File: src/rtl/tpg_sequencer.sv
module tpg_sequencer (
  input  logic        clk,
  input  logic        rst_n,
  input  logic        stby_req,
  input  logic        step_mode,
  input  logic        step_btn,
  output logic        ph1,
  output logic        ph2,
  output logic [11:0] tp,
  output logic [3:0]  state,
  output logic        busy
);
  localparam int NPULSE = 12;
  localparam logic [3:0] LAST  = 4'(NPULSE - 1);
  localparam logic [3:0] S_STBY = 4'b1111;
  localparam logic [3:0] S_PWR  = 4'b1110;
  localparam logic [3:0] S_WAIT = 4'b1010;
  localparam logic [3:0] S_RLSE = 4'b1011;

  function automatic logic [3:0] pulse_code(input logic [3:0] idx);
    case (idx)
      4'd0:  pulse_code = 4'b0000;
      4'd1:  pulse_code = 4'b0001;
      4'd2:  pulse_code = 4'b0011;
      4'd3:  pulse_code = 4'b0010;
      4'd4:  pulse_code = 4'b0110;
      4'd5:  pulse_code = 4'b0111;
      4'd6:  pulse_code = 4'b0101;
      4'd7:  pulse_code = 4'b0100;
      4'd8:  pulse_code = 4'b1100;
      4'd9:  pulse_code = 4'b1101;
      4'd10: pulse_code = 4'b1001;
      default: pulse_code = 4'b1000;
    endcase
  endfunction

  logic [1:0] phase;
  logic [3:0] cur, nxt_state, nxt_cur, succ_state, succ_cur;
  logic       in_tp;

  always_ff @(posedge clk) begin
    if (!rst_n) phase <= 2'd0;
    else        phase <= (phase == 2'd1) ? 2'd2 : 2'd1;
  end

  assign ph1 = (phase == 2'd1);
  assign ph2 = (phase == 2'd2);

  assign in_tp = (state != S_STBY) && (state != S_PWR) &&
                 (state != S_WAIT) && (state != S_RLSE);

  always_comb begin
    if (cur == LAST && stby_req) begin
      succ_state = S_STBY;
      succ_cur   = cur;
    end else begin
      succ_cur   = (cur == LAST) ? 4'd0 : cur + 4'd1;
      succ_state = pulse_code(succ_cur);
    end
  end

  always_comb begin
    nxt_state = state;
    nxt_cur   = cur;
    case (state)
      S_STBY: if (!stby_req) nxt_state = S_PWR;
      S_PWR: begin
        nxt_state = pulse_code(4'd0);
        nxt_cur   = 4'd0;
      end
      S_WAIT: begin
        if (!step_mode) begin
          nxt_state = succ_state;
          nxt_cur   = succ_cur;
        end else if (step_btn) begin
          nxt_state = S_RLSE;
        end
      end
      S_RLSE: begin
        if (!step_btn) begin
          nxt_state = succ_state;
          nxt_cur   = succ_cur;
        end
      end
      default: begin
        if (step_mode) begin
          nxt_state = S_WAIT;
        end else begin
          nxt_state = succ_state;
          nxt_cur   = succ_cur;
        end
      end
    endcase
  end

  always_ff @(posedge clk) begin
    if (!rst_n) begin
      state <= S_STBY;
      cur   <= LAST;
    end else if (ph1) begin
      state <= nxt_state;
      cur   <= nxt_cur;
    end
  end

  assign tp   = in_tp ? (12'd1 << cur) : 12'd0;
  assign busy = in_tp;

  a_r1_phases_disjoint: assert property (@(posedge clk) disable iff (!rst_n)
    !(ph1 && ph2));
  a_r1_ph1_then_ph2: assert property (@(posedge clk) disable iff (!rst_n)
    ph1 |=> ph2);
  a_r1_ph2_then_ph1: assert property (@(posedge clk) disable iff (!rst_n)
    ph2 |=> ph1);
  a_r2_hold_off_ph1: assert property (@(posedge clk) disable iff (!rst_n)
    !ph1 |=> $stable(state));
  a_r3_single_bit: assert property (@(posedge clk) disable iff (!rst_n)
    (busy && ph1 && !step_mode && !(tp[11] && stby_req)) |=>
      ($countones(state ^ $past(state)) == 1));
  a_r4_onehot: assert property (@(posedge clk) disable iff (!rst_n)
    $onehot0(tp) && (busy == (tp != 12'd0)));
  a_r5_stby_hold: assert property (@(posedge clk) disable iff (!rst_n)
    (state == S_STBY && stby_req) |=> (state == S_STBY));
  a_r8_wait_hold: assert property (@(posedge clk) disable iff (!rst_n)
    (state == S_WAIT && step_mode && !step_btn) |=> (state == S_WAIT));
  a_r8_rlse_hold: assert property (@(posedge clk) disable iff (!rst_n)
    (state == S_RLSE && step_btn) |=> (state == S_RLSE));
endmodule

File: config.mk
export PLATFORM = sky130hd
export DESIGN_NAME = tpg_sequencer
export DESIGN_NICKNAME = d
export VERILOG_FILES = /design/src/rtl/tpg_sequencer.sv
export SDC_FILE = /design/constraint.sdc
export NUM_CORES = 1
export LEC_CHECK = 0
export BUFFER_PORTS_ARGS = -buffer_cell sky130_fd_sc_hd__buf_2
export CORE_AREA = 2 2 57 59
export DETAILED_ROUTE_END_ITERATION = 8
export DIE_AREA = 0 0 59 61
export GPL_ROUTABILITY_DRIVEN = 0
export GPL_TIMING_DRIVEN = 0
export SLEW_MARGIN = 5
export SYNTH_ARGS = -nofsm -noshare
export SYNTH_HDL_FRONTEND = slang
export SYNTH_SLANG_ARGS = --single-unit
File: constraint.sdc
create_clock -name clk -period 2.6 [get_ports clk]
set_clock_uncertainty 0.15 [all_clocks]
set_input_delay 0.26 -clock clk [delete_from_list [all_inputs] [get_ports clk]]
set_output_delay 0.26 -clock clk [all_outputs]
set_load 0.005 [all_outputs]
=== After elaboration in Yosys (flattened, before gate mapping) ===
Memory sizes are Yosys's and may differ from the RTL's.
Cells that the tools add are included.

* Output and inout port bits: 19
* Memories: 1
* ROM bits: 64
* Input port bits: 5
* Bits in registers: 10

{| class="wikitable"
|+ Memories
! name !! depth !! bits a word !! rd ports !! clocked after Yosys merged registers in !! write ports !! line !! RTL
|-
| (name not given) || 16 || 4 || 1 || 0 || 0 || 21 || <nowiki>case (idx)</nowiki>
|}

* Shift-type cells: 1
* Muxes and demuxes: 14
* $add $sub $neg: 1
* Bitwise operators: 1
* Equality and inequality tests: 15
* Reduce and logical (&&, ||, !) cells: 6

{| class="wikitable"
|+ Operators with widths
! kind !! count
|-
| $mux 4 || 10
|-
| $eq 4x4->1 const B || 5
|-
| $ne 4x4->1 const B || 4
|-
| $pmux 4 s4 || 1
|-
| $mux 12 || 1
|-
| $pmux 4 s3 || 1
|-
| $shl 1x4->12 const A || 1
|-
| $reduce_and 4->1 || 2
|-
| $add 4x1->4 const B || 1
|-
| $logic_and 1x1->1 || 4
|-
| $ne 2x2->1 const B || 2
|-
| $ne 3x1->1 const B || 1
|-
| $ne 3x3->1 const B || 1
|-
| $eq 2x1->1 const B || 1
|-
| $eq 2x2->1 const B || 1
|-
| $mux 2 || 1
|-
| $not 1->1 || 1
|}

=== Logic depth before layout (Yosys ltp) ===
Gate-level depths: netlist (run 1).
An unclocked memory read counts as a cell.

* Word-level depth: 6
* Depth in mapped cells: 7
* Gate-level depth less buffers: 6

=== Worst setup path before layout (run 1) ===
No wires, ideal clock.

* Path type: flip-flop to flip-flop
* Start: register cur[2]
* End: register state[1]
* Cell stages (with the launch flop): 8
* Library setup time: 125 ps
* Data arrival time: 1560 ps
* Required time: 2325 ps
* Setup slack: 765 ps
* Buffers on the path: 1
* Cell sequence: dfxtp_1 > buf_2 > inv_1 > ha_1 > nand2b_1 > ha_1 > o211ai_1 > a31oi_1

* Longest elaborated chain between the ends: 6

{| class="wikitable"
|+ RTL lines
! element !! line !! RTL
|-
| from (decl) || 38 || <nowiki>logic [3:0] cur, nxt_state, nxt_cur, succ_state, succ_cur;</nowiki>
|-
| from (signal assigned) || 102 || <nowiki>cur <= nxt_cur;</nowiki>
|-
| $add 4x1->4 / $eq 4x4->1 (equally long branches) || 57, 53 ||
|-
| $mux 4 || 57 || <nowiki>succ_cur = (cur == LAST) ? 4'd0 : cur + 4'd1;</nowiki>
|-
| $mem_v2 16x4 || -- ||
|-
| $mux 4 (*) || 53 || <nowiki>if (cur == LAST && stby_req) begin</nowiki>
|-
| $mux 4, on equally long branches || 86, 72, 80 ||
|-
| $pmux 4 s4 (*) || 65 || <nowiki>case (state)</nowiki>
|-
| to (signal assigned) || 101 || <nowiki>state <= nxt_state;</nowiki>
|-
| to (decl) || 10 || <nowiki>output logic [3:0] state,</nowiki>
|}

Mark *: on every way between the ends. The rest lies on a longest branch, timed or not. The select of a mux whose other input is x is not followed.
A chain may end at the register's enable or synchronous reset.

=== Worst setup path in the final report (run 1) ===
* Start: register cur[2]
* End: register state[2]

The elaborated chain is that of the path after synthesis.

==> metrics.md, run 1 <==
| Metric | Value |
|---|---|
| Layout area overhead | 22.7% |
| Yosys reg bits | 10 |
| Clk sink count | 10 |
| LEAKAGE | 0.479 nW |
| DRC viols | 0 |
| # hold bufs at CTS | 0 |
| Initial Utilization | 28.8% |
| YS warnings | 0 |
| CTS root buffer | clkbuf_4 |
| Die Width | 59 um |
| Drt first pass iters | 4 |
| Wirelength per Cell | 12.7 um |
| Setup violators final | 0 |
| Most common cell after layout, fill and taps aside | buf_2 |
| Placed Area | 1010 sq um |
| Kind of critical path | flip-flop to flip-flop |
| Syn Area/Cell | 8.09 sq um |
| Largest net degree at the start of global routing | 11 |
| Dpl cells | 161 |
| HPWL Detailed | 1600 um |
| Sequential fraction of the synthesis area | 23.6% |
| Max Slew Vio Count | 0 |
| Vias in the first global route | 806 |
| Initial DRC Count | 55 |
| Die area | 3600 sq um |
| Startpoint Class | flip-flop |
| Fin crit period | 2120 ps |
| Max Clk Rate | 473 MHz |
| Crit. End Element | flip-flop |
| # H-tree levels | 1 |
| CTS resizes | 0 |
| Vias per Instance | 5.68 |
| Hold Path Depth | 2 |
| Cell Rows | 20 |
| Port Buffers | 23 |
| First-pass GRT wire length | 3370 um |
| GRT Util Overall | 12.2% |
| Final Hold Fails | 0 |
| Worst slack at placement | 529 ps |
| Tightest Hold Check Type | primary input to flip-flop |
| Cell variety after synth | 39 |
| Pwr Density | 468 nW/um^2 |
| Num CTS Buffers | 3 |
| Worst slew margin | 72.3% |
| Cell area after synthesis | 850 sq um |
| Worst-margin pin slew | 405 ps |
| Status | completed |
| WP data required | 2590 ps |
| Clock latency on the worst-skew pair | 280 ps |
| Core ar. | 2950 sq um |
| Diodes inserted | 0 |
| # IOs | 24 |
| Tcrit/Tclk final | 81.4% |
| RSZ-0062 raised after global routing | false |
| R2R cell count | 7 |
| CTS clk-pin slew, worst paths | 70 ps |
| Post-synth net total | 117 |
| Nets | 145 |
| Worst setup margin | 484 ps |
| Detailed Route WL | 2100 um |
| Chip height | 61 um |
| Critical Path Fanout Max | 10 |
| Setup TNS | 0 ps |
| Initial antenna violation count | 0 |
| Commonest cells after routing, fill and taps aside | 25 x buf_2, 10 x dfxtp_1, 9 x nor3_1, 9 x nor2_1 |
| Cells after Synth | 105 |
| TritonCTS clock tree | built |
| Layout cells sized above 1 | 29.5% |
| Data arrival time of the critical path | 2110 ps |
| Post-CTS setup repair buffer count | 0 |
| Fin cells | 165 |
| Max cap viols | 0 |
| Gr ovfl total | 0 |
| Detail Route Antenna Nets | 0 |
| Vias post-DR | 938 |
| Final Cell Area | 1040 sq um |
| Clock buffer depth | 2 |
| Max IR drop VDD | 93.3 uV |
-- flip-flops by register name (all words and copies together), names as in the netlist --
name	cells
state	4
phase	2
cur	4
-- Yosys cell counts --
master | n | area share [%]
nor2_1 | 9 | 4.0
o221ai_1 | 3 | 3.1
nand3_1 | 3 | 1.8
o21ai_0 | 7 | 4.1
a211oi_2 | 1 | 1.5
and2_1 | 2 | 1.5
a2bb2oi_1 | 2 | 2.1
inv_1 | 6 | 2.7
nand2_1 | 7 | 3.1
buf_2 | 2 | 1.2
or3_1 | 1 | 0.74
nor3_1 | 9 | 5.3
o211ai_1 | 3 | 2.7
o21a_1 | 2 | 1.8
o2111ai_1 | 1 | 1.0
a21oi_1 | 1 | 0.59
or4b_4 | 1 | 1.6
a2111oi_0 | 1 | 1.0
and4b_1 | 1 | 1.2
nor2b_4 | 1 | 1.6
nand3b_1 | 2 | 1.8
a2111o_1 | 1 | 1.3
nor2b_1 | 1 | 0.74
and3_1 | 2 | 1.5
o21bai_1 | 1 | 0.88
nand4_1 | 1 | 0.74
a21boi_1 | 1 | 0.88
dfxtp_1 | 10 | 24
a21oi_4 | 1 | 1.9
o21ai_2 | 1 | 1.0
a31oi_1 | 3 | 2.2
nand2_2 | 1 | 0.74
o21ba_2 | 1 | 1.2
ha_1 | 7 | 10
nand2b_1 | 3 | 2.2
o32ai_1 | 2 | 2.1
buf_6 | 2 | 2.7
and4_1 | 1 | 1.0
and3_2 | 1 | 0.88
-- final cells by class --
| type | count | area (sq um) |
|---|---|---|
| Buffer | 4 | 32.5 |
| Clock buffer | 4 | 36.3 |
| Fill cell | 303 | 1910 |
| Inverter | 6 | 22.5 |
| Multi-Input combinational cell | 85 | 594 |
| Sequential cell | 10 | 200 |
| Tap cell | 33 | 41.3 |
| Timing Repair Buffer | 23 | 115 |
-- final timing paths --
| kind | startpoint | endpoint | slack, ps |
|---|---|---|---|
| setup / recovery | cur[2]$_SDFFE_PN0P_ | state[2]$_SDFFE_PN1P_ | 480 |
| hold / removal | rst_n | cur[0]$_SDFFE_PN1P_ | 100 |
| setup reg to reg | cur[2]$_SDFFE_PN0P_ | state[2]$_SDFFE_PN1P_ | 480 |
| hold reg to reg | phase[1]$_SDFF_PN0_ | phase[0]$_SDFF_PN0_ | 390 |
-- critical path, cell delays in order, from the launching register on --
cell	delay (ps)
dfxtp_1	430
buf_2	240
inv_1	110
ha_1	320
nand2b_1	170
ha_1	190
o211ai_1	240
o2111ai_1	150
-- logic make-up (layout without fill, tap and decap cells) --
family,count (synthesis),after routing,synth area share [%]
and+or+nand+nor,46,46,30.3
AOI/OAI and AO/OA,32,32,29.3
DFF,10,10,23.6
buffers and inverters,10,37,6.48
adders and majority gates,7,7,10.3
-- stage by stage --
stage / total power [mW] / hold WS (ps) / util [%]
after floorplan: 0.297 / 189 / -
after global placement: 0.341 / 372 / 34.1
after detailed placement: 0.340 / 377 / 34.1
after CTS: 0.488 / 94.2 / 35.3
after global routing: 0.518 / 108 / 35.3
final: 0.488 / 103 / 35.3
-- metal layers --
layer / GRT usage (%) / wire [um] / share of wire (%)
met1: 13.8 / 867 / 41
met5: 0 / 0 / 0
met2: 21.9 / 1050 / 50
met4: 6.17 / 53 / 2.5
met3: 2.35 / 126 / 6.0
-- power by group --
group | switching, mW | total, mW | leakage [nW] | internal, mW
sequential | 0.0131 | 0.177 | 0.0818 | 0.164
combinational | 0.0965 | 0.165 | 0.376 | 0.0686
clock | 0.0610 | 0.146 | 0.0210 | 0.0852
total | 0.171 | 0.488 | 0.479 | 0.317
Note: power is estimated with default switching activity, not from simulation.
==> run 2: changes to the inputs <==
==> constraint.sdc (replaced) <==
create_clock -name clk -period 1.8 [get_ports clk]
set_clock_uncertainty 0.15 [all_clocks]
set_input_delay 0.18 -clock clk [delete_from_list [all_inputs] [get_ports clk]]
set_output_delay 0.18 -clock clk [all_outputs]
set_load 0.005 [all_outputs]
==> run 2 against run 1 <==
  * Count of clock-buffer cells in the layout fell by 1
  * Critical path depth shrank 2
  * Sequential power grew 45%
  * Core utilization rose by 3.1 points
  * Hold slack worse by 72 ps
  * Worst setup slack worse by 450 ps
  * Die area did not move
  * Via count is 0.64% lower
  * Clock power is 5% higher
  * Global-route usage rose by 0.49 points
  * Highest routed layer unchanged
==> metrics.md, run 2 (synthesis gave the netlist of run 1 again) <==
| Metric | Value |
|---|---|
| R2R cell count | 5 |
| First-pass GRT wire length | 3600 um |
| # H-tree levels | 1 |
| Core ar. | 2950 sq um |
| Worst setup margin | 34.9 ps |
| Vias per Instance | 5.58 |
| Most common cell after layout, fill and taps aside | buf_2 |
| Clock latency on the worst-skew pair | 260 ps |
| # IOs | 24 |
| Fin crit period | 1770 ps |
| Setup violators final | 0 |
| Wirelength per Cell | 13.9 um |
| WP data required | 1790 ps |
| Max IR drop VDD | 138 uV |
| Layout area overhead | 33.6% |
| Num CTS Buffers | 3 |
| Max cap viols | 0 |
| Data arrival time of the critical path | 1750 ps |
| Clock buffer depth | 2 |
| Hold Path Depth | 2 |
| Kind of critical path | flip-flop to flip-flop |
| Final core utilization | 38.4% |
| CTS clk-pin slew, worst paths | 60 ps |
| Biggest regs | cur (4), state (4), phase (2) |
| Worst-margin pin slew | 379 ps |
| # hold bufs at CTS | 0 |
| Detail Route Antenna Nets | 0 |
| Die Width | 59 um |
| TritonCTS clock tree | built |
| Gr ovfl total | 0 |
| Hold path startpoint | rst_n |
| LEAKAGE | 0.493 nW |
| Critical Path Fanout Max | 8 |
| Worst slew margin | 74.7% |
| Vias in the first global route | 815 |
| Largest net degree at the start of global routing | 11 |
| Hold EP | cur[0]$_SDFFE_PN1P_ |
| CTS root buffer | clkbuf_4 |
| FF-to-FF setup slack | 30 ps |
| Crit. End Element | flip-flop |
| Initial Utilization | 28.8% |
| Diodes inserted | 0 |
| Max Clk Rate | 567 MHz |
| Detailed Route WL | 2320 um |
| Initial antenna violation count | 0 |
| Commonest cells after routing, fill and taps aside | 24 x buf_2, 9 x nor3_1, 9 x nor2_1, 7 x nand2_1, 7 x dfxtp_1 |
| Worst R2R End | state[0]$_SDFFE_PN1P_ |
| Initial DRC Count | 43 |
| Worst slack at placement | -209 ps |
| Status | completed |
| Cell Rows | 20 |
| Port Buffers | 23 |
| Layout cells sized above 1 | 37.3% |
| Vias post-DR | 932 |
| Critical R2R Launch | cur[1]$_SDFFE_PN1P_ |
| DRC viols | 0 |
| Pwr Density | 619 nW/um^2 |
| Final Hold Fails | 0 |
| Tightest Hold Check Type | primary input to flip-flop |
| HPWL Detailed | 1670 um |
| Nets | 148 |
| Clk sink count | 10 |
| Startpoint Class | flip-flop |
| Drt first pass iters | 4 |
| Chip height | 61 um |
| Max Slew Vio Count | 0 |
| GRT Util Overall | 12.7% |
| Die area | 3600 sq um |
| Tcrit/Tclk final | 98.1% |
[run 2: worst max-delay path by stage]
| stage | to | startpoint | cells past startpoint |
|---|---|---|---|
| 2_1_floorplan | state[1]$_SDFFE_PN1P_ | cur[2]$_SDFFE_PN0P_ | 7 |
| 3_3_place_gp | state[1]$_SDFFE_PN1P_ | cur[2]$_SDFFE_PN0P_ | 7 |
| 3_5_place_dp | state[1]$_SDFFE_PN1P_ | cur[0]$_SDFFE_PN1P_ | 6 |
| 4_1_cts | state[1]$_SDFFE_PN1P_ | cur[1]$_SDFFE_PN1P_ | 6 |
| 5_1_grt | cur[3]$_SDFFE_PN1P_ | cur[1]$_SDFFE_PN1P_ | 5 |
| 6_report | state[0]$_SDFFE_PN1P_ | cur[1]$_SDFFE_PN1P_ | 5 |
[run 2: through the flow]
step                power, mW  cells  setup TNS (ps)  instance area (sq um)  hold slack, ps
floorplan               0.430    105               0                    856             108
global placement        0.496    161            -523                   1010             300
detailed placement      0.498    161            -481                   1010             307
CTS                     0.658    164               0                   1070            33.9
global route            0.743    167           -71.5                   1130            52.0
finish                  0.702    167               0                   1130            31.8
[run 2: layer usage]
| layer | GRT usage (%) | routed length [um] |
|---|---|---|
| met1 | 17.1 | 1020 |
| met2 | 20.6 | 1140 |
| met3 | 1.71 | 101 |
| met4 | 5.19 | 53 |
| met5 | 0 | 0 |
[run 2: worst max-delay path, stage by stage, from the launching register on]
cell       delay [ps]
dfxtp_4           380
ha_4              190
o21ai_1           210
o32ai_1           110
a2111oi_1         440
o211ai_1          150
[run 2: where the power goes]
group	internal, mW	switching [mW]	total, mW
sequential	0.235	0.0218	0.257
clock	0.0773	0.0757	0.153
combinational	0.130	0.162	0.292
total	0.442	0.260	0.702
[run 2: layout make-up]
cell class	instances	area (sq um)
well taps	33	41.3
inverters	6	22.5
flip-flops and latches	10	211
plain buffers	4	38.8
fillers	319	1820
repair buffers	26	138
clock buffers	3	22.5
multi-input cells	85	661
[run 2: timing repair]
item                                    CTS  global route
resized for setup                        11             4
endpoints found under the setup margin    3             5
setup buffers                             0             3
pin swaps                                 2             6
gates cloned                              0             0
